### src/rtl/sras_pkg.sv
package sras_pkg;
  typedef struct packed {
    logic test;
    logic cap;
    logic wr;
  } cell_ctl_t;
endpackage

### src/rtl/sras_row_ring.sv
module sras_row_ring #(
  parameter int ROWS = 8
) (
  input  logic            clk_i,
  input  logic            rst_ni,
  input  logic            test_i,
  input  logic            row_rst_i,
  input  logic            row_adv_i,
  output logic [ROWS-1:0] en_o
);
  localparam logic [ROWS-1:0] FIRST = ROWS'(1);

  always_ff @(posedge clk_i or negedge rst_ni) begin
    if (!rst_ni)                en_o <= FIRST;
    else if (test_i) begin
      if (row_rst_i)            en_o <= FIRST;
      else if (row_adv_i)       en_o <= {en_o[ROWS-2:0], en_o[ROWS-1]};
    end
  end

  p_one_row_r9: assert property (@(posedge clk_i) disable iff (!rst_ni)
    $countones(en_o) == 1);
  p_row_zero_r2: assert property (@(posedge clk_i) disable iff (!rst_ni)
    test_i && row_rst_i |=> en_o[0]);
  p_wrap_r3: assert property (@(posedge clk_i) disable iff (!rst_ni)
    test_i && !row_rst_i && row_adv_i && en_o[ROWS-1] |=> en_o[0]);
  p_ring_hold_r8: assert property (@(posedge clk_i) disable iff (!rst_ni)
    !test_i |=> $stable(en_o));
endmodule

### src/rtl/sras_col_route.sv
module sras_col_route #(
  parameter int ROWS = 8,
  parameter int COLS = 4
) (
  input  logic [ROWS-1:0]      en_i,
  input  logic [ROWS*COLS-1:0] cells_i,
  input  logic [COLS-1:0]      si_i,
  input  logic [COLS-1:0]      obs_en_i,
  input  logic                 fwd_i,
  output logic [COLS-1:0]      wr_row_o,
  output logic [COLS-1:0]      so_o
);
  logic [COLS-1:0] rd_row;

  always_comb begin
    rd_row = '0;
    for (int r = 0; r < ROWS; r++)
      if (en_i[r]) rd_row = rd_row | cells_i[r*COLS +: COLS];
  end

  assign wr_row_o[0] = si_i[0];
  assign so_o        = rd_row & obs_en_i;

  for (genvar c = 1; c < COLS; c++) begin : g_fwd
    assign wr_row_o[c] = fwd_i ? rd_row[c-1] : si_i[c];
  end
endmodule

### src/rtl/sras_cell_row.sv
module sras_cell_row
  import sras_pkg::*;
#(
  parameter int COLS = 4
) (
  input  logic            clk_i,
  input  logic            rst_ni,
  input  cell_ctl_t       ctl_i,
  input  logic            sel_i,
  input  logic [COLS-1:0] cap_row_i,
  input  logic [COLS-1:0] wr_row_i,
  output logic [COLS-1:0] q_o
);
  always_ff @(posedge clk_i or negedge rst_ni) begin
    if (!rst_ni)                     q_o <= '0;
    else if (!ctl_i.test || ctl_i.cap) q_o <= cap_row_i;
    else if (ctl_i.wr && sel_i)      q_o <= wr_row_i;
  end

  p_unsel_hold_r4: assert property (@(posedge clk_i) disable iff (!rst_ni)
    ctl_i.test && !ctl_i.cap && !(ctl_i.wr && sel_i) |=> $stable(q_o));
  p_capture_r7: assert property (@(posedge clk_i) disable iff (!rst_ni)
    ctl_i.test && ctl_i.cap |=> q_o == $past(cap_row_i));
  p_func_load_r8: assert property (@(posedge clk_i) disable iff (!rst_ni)
    !ctl_i.test |=> q_o == $past(cap_row_i));
endmodule

### src/rtl/sras_array.sv
module sras_array
  import sras_pkg::*;
#(
  parameter int ROWS = 8,
  parameter int COLS = 4
) (
  input  logic                 clk_i,
  input  logic                 rst_ni,
  input  logic                 test_mode_i,
  input  logic                 row_rst_i,
  input  logic                 row_adv_i,
  input  logic                 wr_en_i,
  input  logic                 fwd_mode_i,
  input  logic [COLS-1:0]      col_si_i,
  input  logic [COLS-1:0]      col_obs_en_i,
  input  logic                 cap_i,
  input  logic [ROWS*COLS-1:0] cap_data_i,
  output logic [COLS-1:0]      col_so_o,
  output logic [ROWS*COLS-1:0] cells_o
);
  logic [ROWS-1:0] row_en;
  logic [COLS-1:0] wr_row;
  cell_ctl_t       ctl;

  assign ctl = '{test: test_mode_i, cap: cap_i, wr: wr_en_i};

  sras_row_ring #(.ROWS(ROWS)) u_ring (
    .clk_i(clk_i), .rst_ni(rst_ni), .test_i(test_mode_i),
    .row_rst_i(row_rst_i), .row_adv_i(row_adv_i), .en_o(row_en)
  );

  sras_col_route #(.ROWS(ROWS), .COLS(COLS)) u_route (
    .en_i(row_en), .cells_i(cells_o), .si_i(col_si_i),
    .obs_en_i(col_obs_en_i), .fwd_i(fwd_mode_i),
    .wr_row_o(wr_row), .so_o(col_so_o)
  );

  for (genvar r = 0; r < ROWS; r++) begin : g_row
    sras_cell_row #(.COLS(COLS)) u_row (
      .clk_i(clk_i), .rst_ni(rst_ni), .ctl_i(ctl), .sel_i(row_en[r]),
      .cap_row_i(cap_data_i[r*COLS +: COLS]), .wr_row_i(wr_row),
      .q_o(cells_o[r*COLS +: COLS])
    );
  end

  p_so_masked_r6: assert property (@(posedge clk_i) disable iff (!rst_ni)
    (col_so_o & ~col_obs_en_i) == '0);
endmodule

### config.mk
export PLATFORM = sky130hd
export DESIGN_NAME = sras_array
export DESIGN_NICKNAME = d
export VERILOG_FILES = /design/src/rtl/sras_pkg.sv /design/src/rtl/sras_row_ring.sv /design/src/rtl/sras_col_route.sv /design/src/rtl/sras_cell_row.sv /design/src/rtl/sras_array.sv
export SDC_FILE = /design/constraint.sdc
export NUM_CORES = 1
export LEC_CHECK = 0
export BUFFER_PORTS_ARGS = -buffer_cell sky130_fd_sc_hd__buf_4
export CAP_MARGIN = 20
export CORE_ASPECT_RATIO = 0.7
export CORE_MARGIN = 2
export CORE_UTILIZATION = 50
export CTS_CLUSTER_DIAMETER = 120
export DETAILED_ROUTE_END_ITERATION = 12
export GPL_ROUTABILITY_DRIVEN = 1
export PLACE_DENSITY = 0.86
export SYNTH_ARGS = -nofsm -noshare
export SYNTH_HDL_FRONTEND = slang
export SYNTH_SLANG_ARGS = --single-unit
### constraint.sdc
create_clock -name clk_i -period 2.2 [get_ports clk_i]
set_input_delay 0.44 -clock clk_i [delete_from_list [all_inputs] [get_ports clk_i]]
set_output_delay 0.44 -clock clk_i [all_outputs]
set_load 0.02 [all_outputs]
==> impl_metrics.ini <==
[routing]
drt-initial-drc-count = 241
drc = 0
wirelength_um = 6790
wl_per_cell_um = 19.5
drtPass1Iterations = 4
viasPerCell = 6.18
drt.antenna.violating_nets = 0
vias = 2151

[die]
design.portCount = 84
die_x_um = 87.3
start_util = 0.513
coreArea_um2 = 4730
die_area_um2 = 5440
die_y_um = 62.3
rows = 21

[yosys]
async_reset_ff_frac = 1.00
syn_avg_cell_area_um2 = 11.1
synth.top_cells.by_area = dfrtp_1 40%, o221ai_2 15%, mux2i_1 13%
yosysTopAreaCellShare = 0.402
synth_edf_count = 0
syn_inst = 218
synth_top_flop_cell = dfrtp_1
synth_most_common_cell = nand2_1
yosys_warnings = 0
ys_ff_latch = 40
synth_common_cells = 40 x nand2_1, 39 x dfrtp_1, 32 x mux2i_1, 24 x o221ai_2, 17 x a22oi_1
synth.distinct_cells = 23
synth_nets = 266
synth_seq_area_share = 0.413
netlist_area_um2 = 2430
synth_top_area_cell = dfrtp_1

[cts]
cts_tree = done
cts_hold_buf = 0
h-tree-depth = 2
cts_resized = 0
cts_setup_buffers = 0
clock_latency_ps = 310
clock_sinks = 40
clk_pin_slew_ps = 80
ctsLongestPathBuffers = 2
root_buffer = clkbuf_8
cts-buffers-inserted = 5

[global_route]
grt_pass1_wl_um = 11000
grt_antenna_before_repair = 0
grt_pass1_vias = 2084
gr-usage-met1 = 0.411
grt.overflow.total = 0
grt.met3_usage = 0.0638
grt_max_degree = 41
grtUsageMet2 = 0.355
grt_util_all_layers = 0.269
busiest_layer = met1

[sta]
totalNegativeSetupSlack_ps = 0
slew_headroom = 0.459
rsz0062_at_grt = no
setup_slack_ps = 180
maxSlewViolCount = 0
period_needed_ps = 2020
fin_skew_ps = 3.24
finalHoldViolCount = 0
final-setup-viol-count = 0
post-route-period-util = 0.918
max_clock_freq_mhz = 495
worstMarginPinSlew_ps = 810

[setup_path]
cp_slowest_cell = dfstp_2
crit_chain = a22oi_1 > and4_1 > nor2b_1 > buf_4
max_stage_delay_ps = 650
end_kind = primary output
critPathLaunchType = register
cp.required_ps = 1760
critical_path_class = register to primary output
arrival_ps = 1580
path_max_fanout = 8

[layout]
nFillCells = 374
nets = 338
multi_input_area_um2 = 1230
drive_above_1_share = 0.454
area_growth_pct = 28.4
antenna_cells = 0
regArea_um2 = 1000

[power]
p_switching_mw = 0.639
power_frac_seq = 0.432
switching_share = 0.319
powerDensity_nw_per_um2 = 641
internal_power_mw = 1.36
p_comb_frac = 0.260
ir_drop_mv = 0.446
clkPwrFrac = 0.308
p_leak_nw = 1.61

[flow_run]
drv_cap = 0

[place]
hpwl_um = 5030
io_buffers = 83
place_congestion = 0.919
pre_cts_slack_ps = 551

[run_status]
outcome = finished clean

[min_path]
min_path_type = primary input to async pin
## kinds of logic (layout without fill, tap and decap cells)
group,count (synthesis),after routing,share of synthesized area
DFF,40,40,0.413
muxes,32,32,0.132
AOI/OAI and AO/OA,58,58,0.248
buffers and inverters,28,101,0.0799
and+or+nand+nor,60,60,0.127
## state kept, by name, indices dropped and copies added (netlist names)
name,cells
u_ring.en_o,8
g_row.u_row.q_o,32
## final cells by class
| cell class | instances | area share |
|---|---|---|
| multi-input cells | 150 | 0.396 |
| well taps | 57 | 0.0229 |
| flip-flops and latches | 40 | 0.321 |
| clock buffers | 5 | 0.0221 |
| inverters | 3 | 0.00361 |
| clock inverters | 3 | 0.0136 |
| repair buffers | 90 | 0.221 |
## critical path: cells and delay by family, from the launching register on
| kind | cells | cell delay (ps) |
|---|---|---|
| DFF | 1 | 650 |
| and+or+nand+nor | 2 | 340 |
| buffers and inverters | 1 | 150 |
| AOI/OAI and AO/OA | 1 | 130 |
## cell usage in the layout (no fill, tap or decap)
cell,synthesis,layout
inv_1,3,3
buf_12,0,1
and3b_1,1,1
dfstp_2,1,1
nand2_4,4,4
and4b_1,1,1
nand2_1,40,40
clkinvlp_4,0,1
a22oi_1,17,17
and4_1,3,3
clkinv_2,0,1
o221ai_2,24,24
bufinv_16,0,1
mux2i_1,32,32
a22o_1,7,7
dfrtp_1,39,39
clkbuf_8,0,5
nand2_2,4,4
nand2b_2,0,1
a41oi_1,1,1
nor2b_1,6,6
o21ai_0,8,8
buf_4,3,89
o21ai_1,1,1
## routing by layer
metal	part of all wire	wire [um]
met5	0	0
met4	0.029	199
met3	0.10	703
met2	0.42	2840
met1	0.45	3050
## power groups by stage
stage	sequential (mW)	combinational (mW)	clock [mW]
4_1_cts	0.861	0.521	0.617
3_3_place_gp	0.876	0.509	0
5_1_grt	0.870	0.558	0.656
2_1_floorplan	0.907	0.261	0
6_report	0.864	0.521	0.616
3_5_place_dp	0.875	0.518	0
## final timing paths
| kind | startpoint | end | slack (ps) | cells past startpoint |
|---|---|---|---|---|
| hold / removal | rst_ni | g_row[3].u_row.q_o[0]$_DFFE_PN0P_ | 90 | 1 |
| max in group asynchronous | rst_ni | u_ring.en_o[0]$_DFFE_PN1P_ | 1750 | 1 |
| hold reg to reg | u_ring.en_o[0]$_DFFE_PN1P_ | u_ring.en_o[0]$_DFFE_PN1P_ | 570 | 2 |
| setup reg to reg | u_ring.en_o[6]$_DFFE_PN0P_ | g_row[0].u_row.q_o[1]$_DFFE_PN0P_ | 700 | 4 |
| setup / recovery | u_ring.en_o[0]$_DFFE_PN1P_ | col_so_o[1] | 180 | 4 |
| min in group clk_i | cap_data_i[20] | g_row[5].u_row.q_o[0]$_DFFE_PN0P_ | 330 | 3 |
## per-stage QoR
stage               instance area (um^2)  cells  hold slack [ps]  utilization  total power, mW
floorplan                           2430    218              144            -             1.17
global placement                    3010    340              443        0.636             1.39
detailed placement                  3010    340              442        0.636             1.39
CTS                                 3120    348              110        0.660             2.00
global route                        3120    348              125        0.660             2.08
finish                              3120    348             93.5        0.660             2.00
Note: power is estimated with default switching activity, not from simulation.
